$ cat src/rtl/pci_pkg.sv
package pci_pkg;

  // Mask with the top nfan bits set, in a word of the given width.
  function automatic logic [31:0] fan_mask(int width, int nfan);
    logic [31:0] m;
    m = '0;
    for (int i = 0; i < 32; i++) begin
      if (i < width && i >= width - nfan) m[i] = 1'b1;
    end
    return m;
  endfunction

  // Pins allowed to report a change: inputs, minus fan pins in fan mode.
  function automatic logic [31:0] eligible(logic [31:0] dir, logic fan,
                                           logic [31:0] fmask);
    return ~dir & ~(fan ? fmask : 32'h0);
  endfunction

endpackage

$ cat src/rtl/pin_sync.sv
module pin_sync #(
  parameter int W      = 8,
  parameter int STAGES = 2
) (
  input  logic         clk,
  input  logic         rst_n,
  input  logic [W-1:0] d_async,
  output logic [W-1:0] q_sync
);

  for (genvar b = 0; b < W; b++) begin : g_bit
    logic [STAGES-1:0] chain_q;
    always_ff @(posedge clk or negedge rst_n) begin
      if (!rst_n) chain_q <= '0;
      else        chain_q <= {chain_q[STAGES-2:0], d_async[b]};
    end
    assign q_sync[b] = chain_q[STAGES-1];
  end

endmodule

$ cat src/rtl/change_detect.sv
module change_detect #(
  parameter int W        = 8,
  parameter int FAN_PINS = 4,
  parameter int STAGES   = 2
) (
  input  logic         clk,
  input  logic         rst_n,
  input  logic [W-1:0] lvl,
  input  logic [W-1:0] dir_out,
  input  logic         fan_mode,
  output logic [W-1:0] chg_vec,
  output logic         armed
);

  localparam int FILL_MAX = STAGES + 1;
  localparam int CW       = $clog2(FILL_MAX + 1);
  localparam logic [W-1:0] FAN_M = W'(pci_pkg::fan_mask(W, FAN_PINS));

  logic [W-1:0]  prev_q;
  logic [CW-1:0] fill_q;
  logic [W-1:0]  elig;
  logic [W-1:0]  diff;

  assign armed = (fill_q == CW'(FILL_MAX));
  assign elig  = W'(pci_pkg::eligible(32'(dir_out), fan_mode, 32'(FAN_M)));
  assign diff  = lvl ^ prev_q;
  assign chg_vec = armed ? (diff & elig) : '0;

  always_ff @(posedge clk or negedge rst_n) begin
    if (!rst_n) begin
      prev_q <= '0;
      fill_q <= '0;
    end else begin
      prev_q <= lvl;
      if (!armed) fill_q <= fill_q + CW'(1);
    end
  end

  // once armed, detection never disarms until reset
  assert_stays_armed_R9: assert property (@(posedge clk) disable iff (!rst_n)
    armed |=> armed);

endmodule

$ cat src/rtl/status_flags.sv
module status_flags #(
  parameter int W = 8
) (
  input  logic         clk,
  input  logic         rst_n,
  input  logic [W-1:0] chg_vec,
  input  logic         stat_rd,
  output logic [W-1:0] status
);

  logic [W-1:0] status_q;

  always_ff @(posedge clk or negedge rst_n) begin
    if (!rst_n)       status_q <= '0;
    else if (stat_rd) status_q <= chg_vec;
    else              status_q <= status_q | chg_vec;
  end

  assign status = status_q;

  assert_sticky_R5: assert property (@(posedge clk) disable iff (!rst_n)
    !stat_rd |=> ((status_q & $past(status_q)) == $past(status_q)));

  assert_read_empties_R6: assert property (@(posedge clk) disable iff (!rst_n)
    (stat_rd && chg_vec == '0) |=> (status_q == '0));

endmodule

$ cat src/rtl/alert_ctrl.sv
module alert_ctrl (
  input  logic clk,
  input  logic rst_n,
  input  logic new_evt,
  input  logic stat_rd,
  input  logic ara_hit,
  input  logic irq_en,
  output logic alert_pull
);

  logic pend_q;

  always_ff @(posedge clk or negedge rst_n) begin
    if (!rst_n)                 pend_q <= 1'b0;
    else if (stat_rd || ara_hit) pend_q <= new_evt;
    else if (new_evt)           pend_q <= 1'b1;
  end

  assign alert_pull = irq_en & pend_q;

  assert_poll_releases_R8: assert property (@(posedge clk) disable iff (!rst_n)
    (ara_hit && !new_evt) |=> !pend_q);

  assert_quiet_holds_R8: assert property (@(posedge clk) disable iff (!rst_n)
    (!pend_q && !new_evt) |=> !pend_q);

endmodule

$ cat src/rtl/pin_change_irq.sv
module pin_change_irq #(
  parameter int W        = 8,
  parameter int FAN_PINS = 4,
  parameter int STAGES   = 2
) (
  input  logic         clk,
  input  logic         rst_n,
  input  logic [W-1:0] pin_async,
  input  logic [W-1:0] dir_out,
  input  logic         irq_en,
  input  logic         fan_mode,
  input  logic         stat_rd,
  input  logic         ara_hit,
  output logic [W-1:0] status,
  output logic         alert_pull
);

  localparam logic [W-1:0] FAN_M = W'(pci_pkg::fan_mask(W, FAN_PINS));

  logic [W-1:0] lvl_sync;
  logic [W-1:0] chg_vec;
  logic         armed_w;
  logic         new_evt;

  pin_sync #(.W(W), .STAGES(STAGES)) u_sync (
    .clk(clk), .rst_n(rst_n), .d_async(pin_async), .q_sync(lvl_sync));

  change_detect #(.W(W), .FAN_PINS(FAN_PINS), .STAGES(STAGES)) u_det (
    .clk(clk), .rst_n(rst_n), .lvl(lvl_sync), .dir_out(dir_out),
    .fan_mode(fan_mode), .chg_vec(chg_vec), .armed(armed_w));

  status_flags #(.W(W)) u_flags (
    .clk(clk), .rst_n(rst_n), .chg_vec(chg_vec), .stat_rd(stat_rd),
    .status(status));

  assign new_evt = |chg_vec;

  alert_ctrl u_alert (
    .clk(clk), .rst_n(rst_n), .new_evt(new_evt), .stat_rd(stat_rd),
    .ara_hit(ara_hit), .irq_en(irq_en), .alert_pull(alert_pull));

  assert_out_pins_quiet_R3: assert property (@(posedge clk) disable iff (!rst_n)
    ((status & ~$past(status) & $past(dir_out)) == '0));

  assert_fan_masked_R4: assert property (@(posedge clk) disable iff (!rst_n)
    fan_mode |=> ((status & ~$past(status) & FAN_M) == '0));

  assert_alert_needs_flag_R7: assert property (@(posedge clk) disable iff (!rst_n)
    alert_pull |-> (status != '0));

  assert_unarmed_empty_R9: assert property (@(posedge clk) disable iff (!rst_n)
    !armed_w |-> (status == '0 && !alert_pull));

endmodule

$ cat config.mk
export PLATFORM = sky130hd
export DESIGN_NAME = pin_change_irq
export DESIGN_NICKNAME = d
export VERILOG_FILES = /design/src/rtl/pci_pkg.sv /design/src/rtl/pin_sync.sv /design/src/rtl/change_detect.sv /design/src/rtl/status_flags.sv /design/src/rtl/alert_ctrl.sv /design/src/rtl/pin_change_irq.sv
export SDC_FILE = /design/constraint.sdc
export NUM_CORES = 1
export LEC_CHECK = 0
export BUFFER_PORTS_ARGS = -buffer_cell sky130_fd_sc_hd__buf_4
export CAP_MARGIN = 10
export CORE_MARGIN = 8
export CORE_UTILIZATION = 45
export CTS_CLUSTER_DIAMETER = 200
export DETAILED_ROUTE_END_ITERATION = 8
export MAX_ROUTING_LAYER = met4
export PLACE_DENSITY = 0.7
export SETUP_SLACK_MARGIN = 0.15
export SLEW_MARGIN = 30
export SYNTH_ARGS = -nofsm -noshare
export SYNTH_HDL_FRONTEND = slang
export SYNTH_SLANG_ARGS = --single-unit
$ cat constraint.sdc
create_clock -name clk -period 4.54 [get_ports clk]
set_clock_uncertainty 0.2 [all_clocks]
set_input_delay 0.454 -clock clk [delete_from_list [all_inputs] [get_ports clk]]
set_output_delay 0.454 -clock clk [all_outputs]
set_load 0.005 [all_outputs]
==> impl_results.md <==
* Placed insts at 135
* DR pass1 iterations at 4
* CP max-delay cell: dfrtp_1
* Multi-input gate area at 265.3 µm²
* Vias at 696
* Mapped Area at 1156 µm²
* H-tree depth at 2
* Post-DP HPWL at around 1400 µm
* Slew HR at 72.56%
* Antenna Nets Post-Route at 0
* Synthesized net count at 99
* Largest family of logic cells by synthesized area: simple AND/OR/NAND/NOR gates
* Starting Density at 47.09%
* Root Buffer Master: clkbuf_4
* Synth Instances at 75
* First-pass GRT wire length at 3180 µm
* Fin. max-slew vios at 0
* CTS tree: done
* Gr ovfl total at 0
* Drt drc at 0
* Adder-cell share of the synthesized area at 2.165%
* Fin nets at 137
* Pin count of the biggest net entering global routing at 36
* Final period util at 36.81%
* CP startpoint kind: register
* Min-Delay Path Class: in2reg
* Synth Area in Compound Gates at around 5.2%
* Xor/xnor share of the synthesized area at 6.818%
* Area grow syn2layout at 27.16%
* Clk sinks at 35
* Yosys reg bits at 35
* CP max FO at 6
* Outcome: completed
* Core Box Area at 2455 µm²
* Power density cells at around 370 nW/µm²
* Synth top area cells: dfrtp_1, xnor2_1, ha_1
* CTS Buf Count at 5
* Drt total wl at 1873 µm
* Yosys warnings at 0
* CTS max path bufs at 2
* Row count at 18
* Worst Max-Slew Pin Slew at ~0.41 ns
* Worst path cell trace: ha_1, nand2b_2, or3_1, and4b_1, nand4_1
* Starting DRT DRC Count at 15
* Mux cell area share after synthesis at less than 1%
* Max_cap viols at 0
* Worst-Skew Late Latency at 0.33 ns
* Post-Synth Simple-Gate Area at about 8%
* Count of cell types in the netlist at 19
* CTS resizes at 0
* Die W at 66.69 µm
* IO Pins at 31
* Post-synth top area share at between 70 and 80%
* Leak at 0.0007095 µW
* Final hold violations at 0
* Synth Area per Inst at 15.41 µm²
* Biggest area consumer among synthesized cells: dfrtp_1
* Worst VDD drop at 0.0003143 V
* Antenna Cells at 0
* Seq/Total Area, Yosys at 75.76%
* Crit-path max cell delay at 0.41 ns
* CP Data Arrival Time at 1.74 ns
* PortBufs at 30
* Setup crit end kind: register
* CTS clk-pin slew, worst paths at 0.10 ns
* CP Class: reg2reg
* Setup_tns at 0 ns
* Reg area at 875.8 µm²
* CP required at 4.61 ns
* RSZ-0062 raised after global routing: no
* Routed vias/inst at 4.901
* FMAX at 598.4 MHz
* Initial antenna violation count at 0
* Wire per inst at between 10 and 15 µm
* Die height at 66.69 µm
* Vias in the first global route at about 750
* FILL cells at 197
* Die area at 4447 µm²
* Share of cells above drive strength 1 at around a third
* GRT Total Usage at under 10%
* RePlAce Congestion at 0.8252
* Setup violators final at 0
* Minimum clock period at 1.671 ns
* Final Instance Count excl. Fillers at about 140
-- registers in the layout, indices dropped and copies added, names as in the netlist --
register / count
u_det.fill_q: 2
u_flags.status: 8
u_sync.g_bit.chain_q: 16
u_alert.pend_q: 1
u_det.prev_q: 8
-- critical path, delay by kind of cell (launching register included) --
family	cells	cell delay [ns]
and+or+nand+nor	4	0.72
DFF	1	0.41
adders and majority gates	1	0.29
-- synth_stat cells (all sizes together) --
cell type and count:
nor3 2, or3 1, and4b 1, dfrtp 35, xnor2 7, nand3b 2
mux2 1, nor4b 1, nand2b 1, a21o 3, nand2 1, inv 4
o21ai 4, nor2 4, and2 1, a22o 2, xor2 2, ha 2
nand4 1
-- layout make-up --
class                      count  area share (%)
inverter                       4           1.021
multi-input combinational     36           18.04
sequential                    35           59.57
tap                           30           2.553
clock buffer                   6           2.809
timing repair buffer          31           16.00
-- logic make-up after synthesis --
| logic type | Yosys count |
|---|---|
| fa+ha+maj | 2 |
| simple gates | 15 |
| compound gates | 9 |
| buf+inv | 4 |
| flops | 35 |
| mux | 1 |
| xor+xnor | 9 |
-- final timing paths --
kind | start | endpoint | slack (ns) | depth (start not counted)
worst min register to register | u_sync.g_bit[6].chain_q[0] | u_sync.g_bit[6].chain_q[1] | 0.15 | 0
worst max register to register | u_det.fill_q[0] | u_alert.pend_q | 2.87 | 5
max in group asynchronous | rst_n | u_det.prev_q[4] | 3.45 | 2
worst max-delay path | u_det.fill_q[0] | u_alert.pend_q | 2.87 | 5
worst min-delay path | pin_async[3] | u_sync.g_bit[3].chain_q[0] | 0.03 | 1
min in group asynchronous | rst_n | u_det.fill_q[1] | 0.39 | 2
-- metrics by stage --
step | setup WS, ns | hold slack (ns) | total power (µW) | cell area (µm²) | utilization, %
after floorplan | 2.987 | -0.04159 | 364.9 | 1156 | -
after CTS | 2.862 | 0.01111 | 548.8 | 1470 | 59.89
after global placement | 2.920 | 0.1317 | 402.5 | 1419 | 57.80
after global routing | 2.760 | 0.002471 | 569.1 | 1470 | 59.89
after detailed placement | 2.887 | 0.1364 | 404.5 | 1419 | 57.80
final | 2.869 | 0.02930 | 539.8 | 1470 | 59.89
-- placed cells by master (no fill, tap or decap) --
cell,synthesis,layout
xnor2_1,7,7
o21ai_0,4,4
nand2b_2,1,1
nand3b_1,2,2
nor3_1,2,2
dfrtp_1,35,35
and4b_1,1,1
clkbuf_1,0,1
nand2_1,1,1
inv_1,4,4
and2_1,1,1
a21o_1,3,3
nor4b_1,1,1
a22o_1,2,2
ha_1,2,2
mux2_2,1,1
nand4_1,1,1
buf_4,0,30
dlygate4sd3_1,0,1
nor2_1,4,4
or3_1,1,1
xor2_1,2,2
clkbuf_4,0,5
-- metal layers --
metal | part of all wire [%] | track usage [%] | vias to the layer above
met5 | 0 | - | -
met4 | 2.9 | 5.867 | 0
met3 | 7.4 | 5.369 | 6
met2 | 50 | 15.53 | 22
met1 | 40 | 9.598 | 343
li1 | - | - | 325
-- what timing repair did --
action	CTS	global route
hold buffers	1	0
hold endpoints to repair	35	0
setup buffers	0	0
-- report_power, final --
group | internal (µW) | leakage, µW | total [µW] | switching (µW)
clock network | 55.0 | 0.0000242 | 143 | 88.1
registers | 331 | 0.000408 | 340 | 9.39
logic | 34.3 | 0.000278 | 56.3 | 22.0
Note: power is estimated with default switching activity, not from simulation.
